$ cat config.mk
export PLATFORM = sky130hd
export DESIGN_NAME = line_burst_splitter
export DESIGN_NICKNAME = d
export VERILOG_FILES = /design/src/rtl/lbs_pkg.sv /design/src/rtl/lbs_req_span.sv /design/src/rtl/lbs_seg_calc.sv /design/src/rtl/line_burst_splitter.sv
export SDC_FILE = /design/constraint.sdc
export NUM_CORES = 1
export LEC_CHECK = 0
export ABC_AREA = 0
export BUFFER_PORTS_ARGS = -buffer_cell sky130_fd_sc_hd__clkbuf_2
export CAP_MARGIN = 20
export CORE_UTILIZATION = 53
export DETAILED_ROUTE_END_ITERATION = 8
export GPL_TIMING_DRIVEN = 1
export PLACE_DENSITY = 0.77
export SLEW_MARGIN = 10
export SYNTH_ARGS = -nofsm -noshare
export SYNTH_HDL_FRONTEND = slang
export SYNTH_SLANG_ARGS = --single-unit
export TNS_END_PERCENT = 50
$ cat constraint.sdc
create_clock -name clk -period 5 [get_ports clk]
set_clock_uncertainty 0.05 [all_clocks]
set_input_delay 0.25 -clock clk [delete_from_list [all_inputs] [get_ports clk]]
set_output_delay 0.25 -clock clk [all_outputs]
set_load 0.01 [all_outputs]
$ cat src/rtl/lbs_pkg.sv
package lbs_pkg;
  localparam logic [1:0] BURST_INCR = 2'b01;

  typedef enum logic [0:0] {
    ST_IDLE  = 1'b0,
    ST_ISSUE = 1'b1
  } lbs_state_e;

  function automatic logic [2:0] size_code(input int bytes);
    return 3'($clog2(bytes));
  endfunction
endpackage

$ cat src/rtl/lbs_req_span.sv
module lbs_req_span #(
  parameter int ADDR_W     = 32,
  parameter int CNT_W      = 5,
  parameter int WORD_BYTES = 4,
  parameter int MAX_WORDS  = 16
) (
  input  logic [ADDR_W-1:0] addr,
  input  logic [CNT_W-1:0]  words,
  output logic [ADDR_W-1:0] start,
  output logic [ADDR_W-1:0] stop
);
  localparam int WLSB = $clog2(WORD_BYTES);

  logic [CNT_W-1:0] words_c;

  always_comb begin
    if (words == '0)
      words_c = CNT_W'(1);
    else if (int'(words) > MAX_WORDS)
      words_c = CNT_W'(MAX_WORDS);
    else
      words_c = words;
  end

  assign start = {addr[ADDR_W-1:WLSB], {WLSB{1'b0}}};
  assign stop  = start + (ADDR_W'(words_c) << WLSB);
endmodule

$ cat src/rtl/lbs_seg_calc.sv
module lbs_seg_calc #(
  parameter int ADDR_W     = 32,
  parameter int LINE_BYTES = 32,
  parameter int BUS_BYTES  = 8,
  parameter int LEN_W      = 8
) (
  input  logic [ADDR_W-1:0] cur,
  input  logic [ADDR_W-1:0] stop,
  output logic [ADDR_W-1:0] next_line,
  output logic [LEN_W-1:0]  len,
  output logic              last
);
  localparam int LLSB = $clog2(LINE_BYTES);
  localparam int BLSB = $clog2(BUS_BYTES);
  localparam int IDXW = LLSB - BLSB;

  logic [ADDR_W-1:0] seg_end;
  logic [ADDR_W-1:0] seg_tail;
  logic [IDXW-1:0]   beats_m1;

  assign next_line = {cur[ADDR_W-1:LLSB] + 1'b1, {LLSB{1'b0}}};
  assign last      = (stop <= next_line);
  assign seg_end   = last ? stop : next_line;
  assign seg_tail  = seg_end - 1'b1;
  assign beats_m1  = seg_tail[LLSB-1:BLSB] - cur[LLSB-1:BLSB];
  assign len       = LEN_W'(beats_m1);
endmodule

$ cat src/rtl/line_burst_splitter.sv
module line_burst_splitter
  import lbs_pkg::*;
#(
  parameter int ADDR_W     = 32,
  parameter int CNT_W      = 5,
  parameter int WORD_BYTES = 4,
  parameter int MAX_WORDS  = 16,
  parameter int LINE_BYTES = 32,
  parameter int BUS_BYTES  = 8,
  parameter int LEN_W      = 8
) (
  input  logic              clk,
  input  logic              rst,
  input  logic              req_valid,
  output logic              req_ready,
  input  logic [ADDR_W-1:0] req_addr,
  input  logic [CNT_W-1:0]  req_words,
  output logic              ar_valid,
  input  logic              ar_ready,
  output logic [ADDR_W-1:0] ar_addr,
  output logic [1:0]        ar_burst,
  output logic [2:0]        ar_size,
  output logic [LEN_W-1:0]  ar_len,
  output logic              done
);
  lbs_state_e        state_q;
  logic [ADDR_W-1:0] stop_q, next_q;
  logic              last_q;

  logic [ADDR_W-1:0] req_start, req_stop;
  logic [ADDR_W-1:0] calc_cur, calc_stop, calc_next;
  logic [LEN_W-1:0]  calc_len;
  logic              calc_last;

  lbs_req_span #(
    .ADDR_W(ADDR_W), .CNT_W(CNT_W),
    .WORD_BYTES(WORD_BYTES), .MAX_WORDS(MAX_WORDS)
  ) u_span (
    .addr(req_addr), .words(req_words),
    .start(req_start), .stop(req_stop)
  );

  assign calc_cur  = (state_q == ST_IDLE) ? req_start : next_q;
  assign calc_stop = (state_q == ST_IDLE) ? req_stop  : stop_q;

  lbs_seg_calc #(
    .ADDR_W(ADDR_W), .LINE_BYTES(LINE_BYTES),
    .BUS_BYTES(BUS_BYTES), .LEN_W(LEN_W)
  ) u_seg (
    .cur(calc_cur), .stop(calc_stop),
    .next_line(calc_next), .len(calc_len), .last(calc_last)
  );

  always_ff @(posedge clk) begin
    if (rst) begin
      state_q  <= ST_IDLE;
      ar_valid <= 1'b0;
      ar_addr  <= '0;
      ar_len   <= '0;
      stop_q   <= '0;
      next_q   <= '0;
      last_q   <= 1'b0;
      done     <= 1'b0;
    end else begin
      done <= 1'b0;
      case (state_q)
        ST_IDLE: begin
          if (req_valid) begin
            state_q  <= ST_ISSUE;
            ar_valid <= 1'b1;
            ar_addr  <= calc_cur;
            ar_len   <= calc_len;
            next_q   <= calc_next;
            last_q   <= calc_last;
            stop_q   <= req_stop;
          end
        end
        default: begin
          if (ar_ready) begin
            if (last_q) begin
              state_q  <= ST_IDLE;
              ar_valid <= 1'b0;
              done     <= 1'b1;
            end else begin
              ar_addr <= calc_cur;
              ar_len  <= calc_len;
              next_q  <= calc_next;
              last_q  <= calc_last;
            end
          end
        end
      endcase
    end
  end

  assign req_ready = (state_q == ST_IDLE);
  assign ar_burst  = BURST_INCR;
  assign ar_size   = size_code(BUS_BYTES);
endmodule

After elaboration in Yosys (flattened, before gate mapping)
Index checks and enable logic that the tools add are counted.
Widths: inputs -> output; s select.
{"block": "op_classes", "addsub": 4, "n_mul": 0, "div_mod_pow": 0, "n_lt_le_gt_ge": 2, "n_eq_ne": 3, "shifts": 0, "n_mux": 30, "bitwise": 2, "reduce_logical": 7}
{"operator": "$mux 32", "count": 10}
{"operator": "$add 32x7->32", "count": 1}
{"operator": "$le 32x32->1", "count": 1}
{"operator": "$mux 8", "count": 4}
{"operator": "$add 27x1->27 const B", "count": 1}
{"operator": "$mux 5", "count": 3}
{"operator": "$mux 1", "count": 13}
{"operator": "$reduce_and 3->1", "count": 2}
{"operator": "$gt 5x5->1 const B", "count": 1}
{"operator": "$logic_not 5->1", "count": 1}
{"operator": "$sub 5x1->5 const B", "count": 1}
{"operator": "$ne 2x2->1 const B", "count": 2}
{"operator": "$reduce_and 2->1", "count": 2}
{"operator": "$reduce_or 3->1", "count": 1}
{"operator": "$ne 2x1->1 const B", "count": 1}
{"operator": "$not 1->1", "count": 2}
{"operator": "$reduce_bool 2->1", "count": 1}
{"operator": "$sub 2x2->2", "count": 1}
{"block": "word_totals", "ff_bits": 108, "latchBits": 0, "ram_bits": 0, "mem_bits_ro": 0, "out_inout_bits": 48, "memories": 0}

Depth between registers and ports, before layout
{"block": "logic_depth", "word_depth": 12, "depth_mapped": 27}

Hierarchy
Synthesis repeated with hierarchy kept, for this count alone.
{"block": "unflattened", "hier_cells": 895, "hier_area_um2": 7569.8}
{"mod": "line_burst_splitter", "instances": 1, "cells_per_inst": 564, "area_per_inst_um2": 5086.1}
{"mod": "lbs_seg_calc", "instances": 1, "cells_per_inst": 186, "area_per_inst_um2": 1416.4}
{"mod": "lbs_req_span", "instances": 1, "cells_per_inst": 145, "area_per_inst_um2": 1067.3}

Least setup slack after synthesis
OpenSTA, ideal clock, no wires.
{"block": "synth_timing", "kind": "flip-flop to flip-flop", "startpoint": "reg state_q", "endpoint": "reg ar_len[1]", "setup_ps": 74, "arrival_ps": 4809, "slack_ps": 67, "stages_incl_launch_ff": 26, "n_path_buf": 5, "path_cell_list": "dfxtp_1 -> buf_4 -> buf_6 -> buf_4 -> buf_2 -> mux2i_1 -> inv_1 -> ha_1 -> inv_1 -> a21oi_4 -> nand3_2 -> buf_2 -> nor2_2 -> xor2_1 -> ha_1 -> a2111oi_0 -> o221ai_1 -> o211ai_1 -> o211ai_1 -> or2_2 -> ha_1 -> ha_1 -> xnor2_1 -> xnor2_1 -> or3_1 -> a31oi_1"}
{"block": "synth_between", "elab_chain_cells": 9, "word_cells_on_any_way": 15, "cone_classes": "add/sub: 3; order compare: 1; eq/ne: 2; mux: 7; reduce/logical: 2"}
{"item": "start, declared", "line": "line_burst_splitter.sv:26", "rtl": "lbs_state_e state_q;"}
{"item": "start signal, assigned", "line": "line_burst_splitter.sv:56", "rtl": "state_q <= ST_IDLE;"}
{"item": "start signal, assigned", "line": "line_burst_splitter.sv:69", "rtl": "state_q <= ST_ISSUE;"}
{"item": "start signal, assigned", "line": "line_burst_splitter.sv:81", "rtl": "state_q <= ST_IDLE;"}
{"item": "$mux 32 (*)", "line": "line_burst_splitter.sv:43", "rtl": "assign calc_cur = (state_q == ST_IDLE) ? req_start : next_q;"}
{"item": "$add 27x1->27 (*)", "line": "lbs_seg_calc.sv:21", "rtl": "assign next_line = {cur[ADDR_W-1:LLSB] + 1'b1, {LLSB{1'b0}}};"}
{"item": "via calc_next[5]", "line": "line_burst_splitter.sv:31", "rtl": "logic [ADDR_W-1:0] calc_cur, calc_stop, calc_next;"}
{"item": "$le 32x32->1 (*)", "line": "lbs_seg_calc.sv:22", "rtl": "assign last = (stop <= next_line);"}
{"item": "$mux 5 (*)", "line": "lbs_seg_calc.sv:23", "rtl": "assign seg_end = last ? stop : next_line;"}
{"item": "$sub 5x1->5 (*)", "line": "lbs_seg_calc.sv:24", "rtl": "assign seg_tail = seg_end - 1'b1;"}
{"item": "$sub 2x2->2 (*)", "line": "lbs_seg_calc.sv:25", "rtl": "assign beats_m1 = seg_tail[LLSB-1:BLSB] - cur[LLSB-1:BLSB];"}
{"item": "$mux 8", "line": "line_burst_splitter.sv:80", "rtl": "if (last_q) begin"}
{"item": "$mux 8", "line": "line_burst_splitter.sv:79", "rtl": "if (ar_ready) begin"}
{"item": "$mux 8 (*)", "line": "line_burst_splitter.sv:66", "rtl": "case (state_q)"}
{"item": "end signal, assigned", "line": "line_burst_splitter.sv:72", "rtl": "ar_len <= calc_len;"}
{"item": "end signal, assigned", "line": "line_burst_splitter.sv:86", "rtl": "ar_len <= calc_len;"}
{"item": "end, declared", "line": "line_burst_splitter.sv:23", "rtl": "output logic [LEN_W-1:0] ar_len,"}
The timed path passes the listed nets; every way through them passes the cells marked *. The select of a mux whose other input is x is not followed.
A chain may end at the register's enable or synchronous reset.

Worst setup path after layout
{"block": "layout_timing", "startpoint": "in req_words[1]", "endpoint": "reg ar_len[1]"}
{"block": "layout_between", "elab_chain_cells": 12, "word_cells_on_any_way": 14, "cone_classes": "add/sub: 3; order compare: 2; mux: 8; reduce/logical: 1"}
{"item": "start, declared", "line": "line_burst_splitter.sv:17", "rtl": "input logic [CNT_W-1:0] req_words,"}
{"item": "$gt 5x5->1", "line": "lbs_req_span.sv:19", "rtl": "else if (int'(words) > MAX_WORDS)"}
{"item": "$mux 5", "line": "lbs_req_span.sv:19"}
{"item": "$mux 5 (*)", "line": "lbs_req_span.sv:17", "rtl": "if (words == '0)"}
{"item": "$add 32x7->32 (*)", "line": "lbs_req_span.sv:26", "rtl": "assign stop = start + (ADDR_W'(words_c) << WLSB);"}
{"item": "$mux 32 (*)", "line": "line_burst_splitter.sv:44", "rtl": "assign calc_stop = (state_q == ST_IDLE) ? req_stop : stop_q;"}
{"item": "$le 32x32->1", "line": "lbs_seg_calc.sv:22"}
{"item": "$mux 5 (*)", "line": "lbs_seg_calc.sv:23"}
{"item": "$sub 5x1->5 (*)", "line": "lbs_seg_calc.sv:24"}
{"item": "$sub 2x2->2 (*)", "line": "lbs_seg_calc.sv:25"}
{"item": "$mux 8", "line": "line_burst_splitter.sv:80"}
{"item": "$mux 8", "line": "line_burst_splitter.sv:79"}
{"item": "$mux 8 (*)", "line": "line_burst_splitter.sv:66"}
Mark *: on every way between the ends. The rest lies on a longest branch, timed or not. The select of a mux whose other input is x is not followed.

==> impl_results.md <==
* Register area share after synthesis at 0.289
* Max VDD drop at about 0.24 mV
* Width of the die at between 100 and 150 um
* Nets@finish at between 900 and 1000
* CP required at roughly 5.2 ns
* RSZ-0062 raised after global routing: true
* Final setup fails at 0
* Hold Path Class: input port to register
* Crit Path Category: input port to register
* Initial Utilization at 0.554
* Deepest clock path buffer count at 2
* CTS tree: done
* CTS clk-pin slew, worst paths at about 0.070 ns
* H-tree levels at 3
* Total power at between 2 and 2.5 mW
* DIE AREA at 0.0126 mm2
* Internal power at about 1.5 mW
* CTS Sinks at slightly above 90
* Most used DFF post-synth: dfxtp_1
* Reg power frac at 0.383
* Vias per cell at 6.07
* Final max-slew violation count at 0
* DRC at 5
* Netlist cell types at 75
* GP Congestion at 0.865
* Top-area cell type share of the netlist area at 0.289
* Vias at 6133
* Avg WL per Cell at roughly 18 um
* Gr usage total at 0.295
* Number of global-route vias before repair at between 5000 and 6000
* Clock Power Share at 0.300
* P&R area growth vs syn at 20.5%
* Fin crit share at 0.987
* Reg2reg end: ar_len[1]
* Crit path to: ar_len[1]
* FF+latch count, synth at between 90 and 100
* Status: finished, violations left
* IO Count at 89
* Failing checks: design-rule violations
* Worst Setup Slack, final at 0.0675 ns
* WHS at 0.133 ns
* Total wire length at roughly 19 mm
* Initial DRC Count at 491
* R2R setup slack at 0.11 ns
* # port buffers at 73
* Worst setup path start: req_words[1]
* Share of cells above drive strength 1 at 0.267
* Avg Synthesized Cell Area at about 8.3 um2
* Minimum clock period at about 5 ns
* Setup crit start kind: input port
* Syn. warnings at 0
* Worst-margin pin slew at roughly 0.97 ns
* Place WS at -0.635 ns
* Net switching power at slightly below 800 uW
* Power per cell area at slightly below 300 mW/mm2
* Worst-skew pair later-pin latency at ~0.36 ns
* Max Cap Viol at 0
* Antenna diode count at 0
* Ys async rst share at 0
* Height of the die at between 100 and 150 um
* Worst R2R Start: state_q
* Sw Ratio at 0.344
* FF-to-FF path depth at 19
* CP arrival at around 5 ns
* Gate Count Post-Synth at 775
* Grt ovf at 0
* Root buffer cell: clkbuf_16
* Synth cell count leaders: 109 x nor2_1, 93 x dfxtp_1, 46 x nand2_1
* Pin count of the biggest net entering global routing at between 50 and 60
* Max frequency at 203 MHz
* Slew HR at 0.352
* Placed wire-length estimate at between 10 and 15 mm
* Top cells by area, synth: dfxtp_1 29%, ha_1 6.8%, nor2_1 6.4%
* Num rows at 39
* Area leader, netlist: dfxtp_1
* Leakage power at roughly 3.2 nW
* CTS buffer count at 9
* CTS hold repair buffers at 0
* Core ar. at 0.0116 mm2
* Initial antenna violation count at 0
* Gate power share at 0.317
* Antenna-violating nets left at 0
* Count leader, synth: nor2_1
* CP Capture Type: register
* Crit Path Max Fanout at 5
* Cell Area, Synth at between 0.006 and 0.007 mm2
* Number of synthesized flops with an enable pin at 0
* Pre-Repair DR Iteration Count at 9
* First-pass GRT wire length at 29.2 mm
* Final hold violation count at 0
final cells by class:
| class | count | area [um2] |
|---|---|---|
| flip-flops and latches | 93 | 1860 |
| well taps | 143 | 179 |
| clock buffers | 10 | 239 |
| inverters | 18 | 67.6 |
| clock inverters | 6 | 46.3 |
| repair buffers | 127 | 828 |
| multi-input cells | 614 | 4530 |
| fillers | 946 | 3860 |
flip-flops by register name (all words and copies together), names as in the netlist:
register	count
last_q	1
ar_len	2
ar_addr	30
next_q	27
stop_q	30
ar_valid	1
state_q	1
done	1
cell families (layout without fill, tap and decap cells):
kind of cell	Yosys count	count (layout)	share of synthesized area
compound gates	164	164	0.184
fa+ha+maj	36	36	0.0712
simple gates	297	297	0.238
xor+xnor	54	54	0.0735
buf+inv	79	161	0.0608
flops	93	93	0.289
other cells	2	13	0.00117
mux	50	50	0.0822
worst max-delay path: stages:
cell	delay, ns
buf_6	0.10
nor3_4	0.16
nor2_1	0.06
nor2_1	0.12
ha_2	0.20
inv_2	0.04
fa_2	0.41
nor2b_4	0.14
o21ai_4	0.09
a2111oi_4	0.40
buf_6	0.20
nand2_2	0.08
xnor2_2	0.15
mux2_4	0.28
ha_4	0.27
nand4_1	0.11
nor2_2	0.18
nand3_2	0.10
o211ai_1	0.30
o21ai_1	0.14
nand2_1	0.13
ha_4	0.21
ha_4	0.16
xnor2_2	0.13
xnor2_1	0.14
or3_1	0.39
a31oi_1	0.19
per-stage QoR:
step | instances | util | TNS (ns) | cell area [um2]
after floorplan | 786 | - | 0 | 6480
after global placement | 986 | 0.609 | -0.417 | 7080
after detailed placement | 986 | 0.609 | -0.855 | 7080
after CTS | 1003 | 0.639 | 0 | 7420
after global routing | 1011 | 0.668 | -0.135 | 7760
final | 1011 | 0.668 | 0 | 7760
power groups by stage:
stage          sequential (mW)  combinational [mW]  clock (mW)
5_1_grt                  0.865               0.773       0.705
4_1_cts                  0.856               0.644       0.677
3_3_place_gp             0.868               0.603           0
6_report                 0.858               0.710       0.672
3_5_place_dp             0.873               0.621           0
2_1_floorplan            0.875               0.411           0
layout by cell type, fill, tap and decap left out, types with 14 or more instances in the layout:
cell type  synthesis  layout
nor3_1            15      14
a21oi_1           40      39
mux2i_1           27      27
xor2_1            25      25
clkbuf_2           0      71
dfxtp_1           93      92
xnor2_1           29      23
nand2_1           46      44
mux2_2            23      19
o21a_1            15      15
nand3_1           37      34
a211oi_1          37      35
nand4_1           14      14
inv_1             18      16
buf_4             15      49
nor2_1           109     107
o21ai_0           27      22
ha_1              35      28
routing by layer:
layer,wire [um],part of all wire,GRT usage,up-vias
li1,-,-,-,2926
met1,7580,0.41,0.343,2912
met2,9180,0.49,0.514,232
met3,939,0.050,0.0475,63
met4,961,0.051,0.172,0
met5,0,0,0,-
what timing repair did:
item	CTS	global route
pin swaps	7	32
resized for setup	10	53
buffers inserted	1	8
endpoints found under the setup margin	1	1
worst min path at each step:
stage                             to  startpoint  slack (ns)  depth (start not counted)
after floorplan              state_q   req_valid        0.34                          1
after global placement    next_q[26]  next_q[26]        0.39                          2
after detailed placement  next_q[25]  next_q[25]        0.40                          2
after CTS                    state_q   req_valid        0.12                          2
after global routing         state_q   req_valid        0.15                          2
final                        state_q   req_valid        0.13                          2
Power figures use the tool's default switching activity.
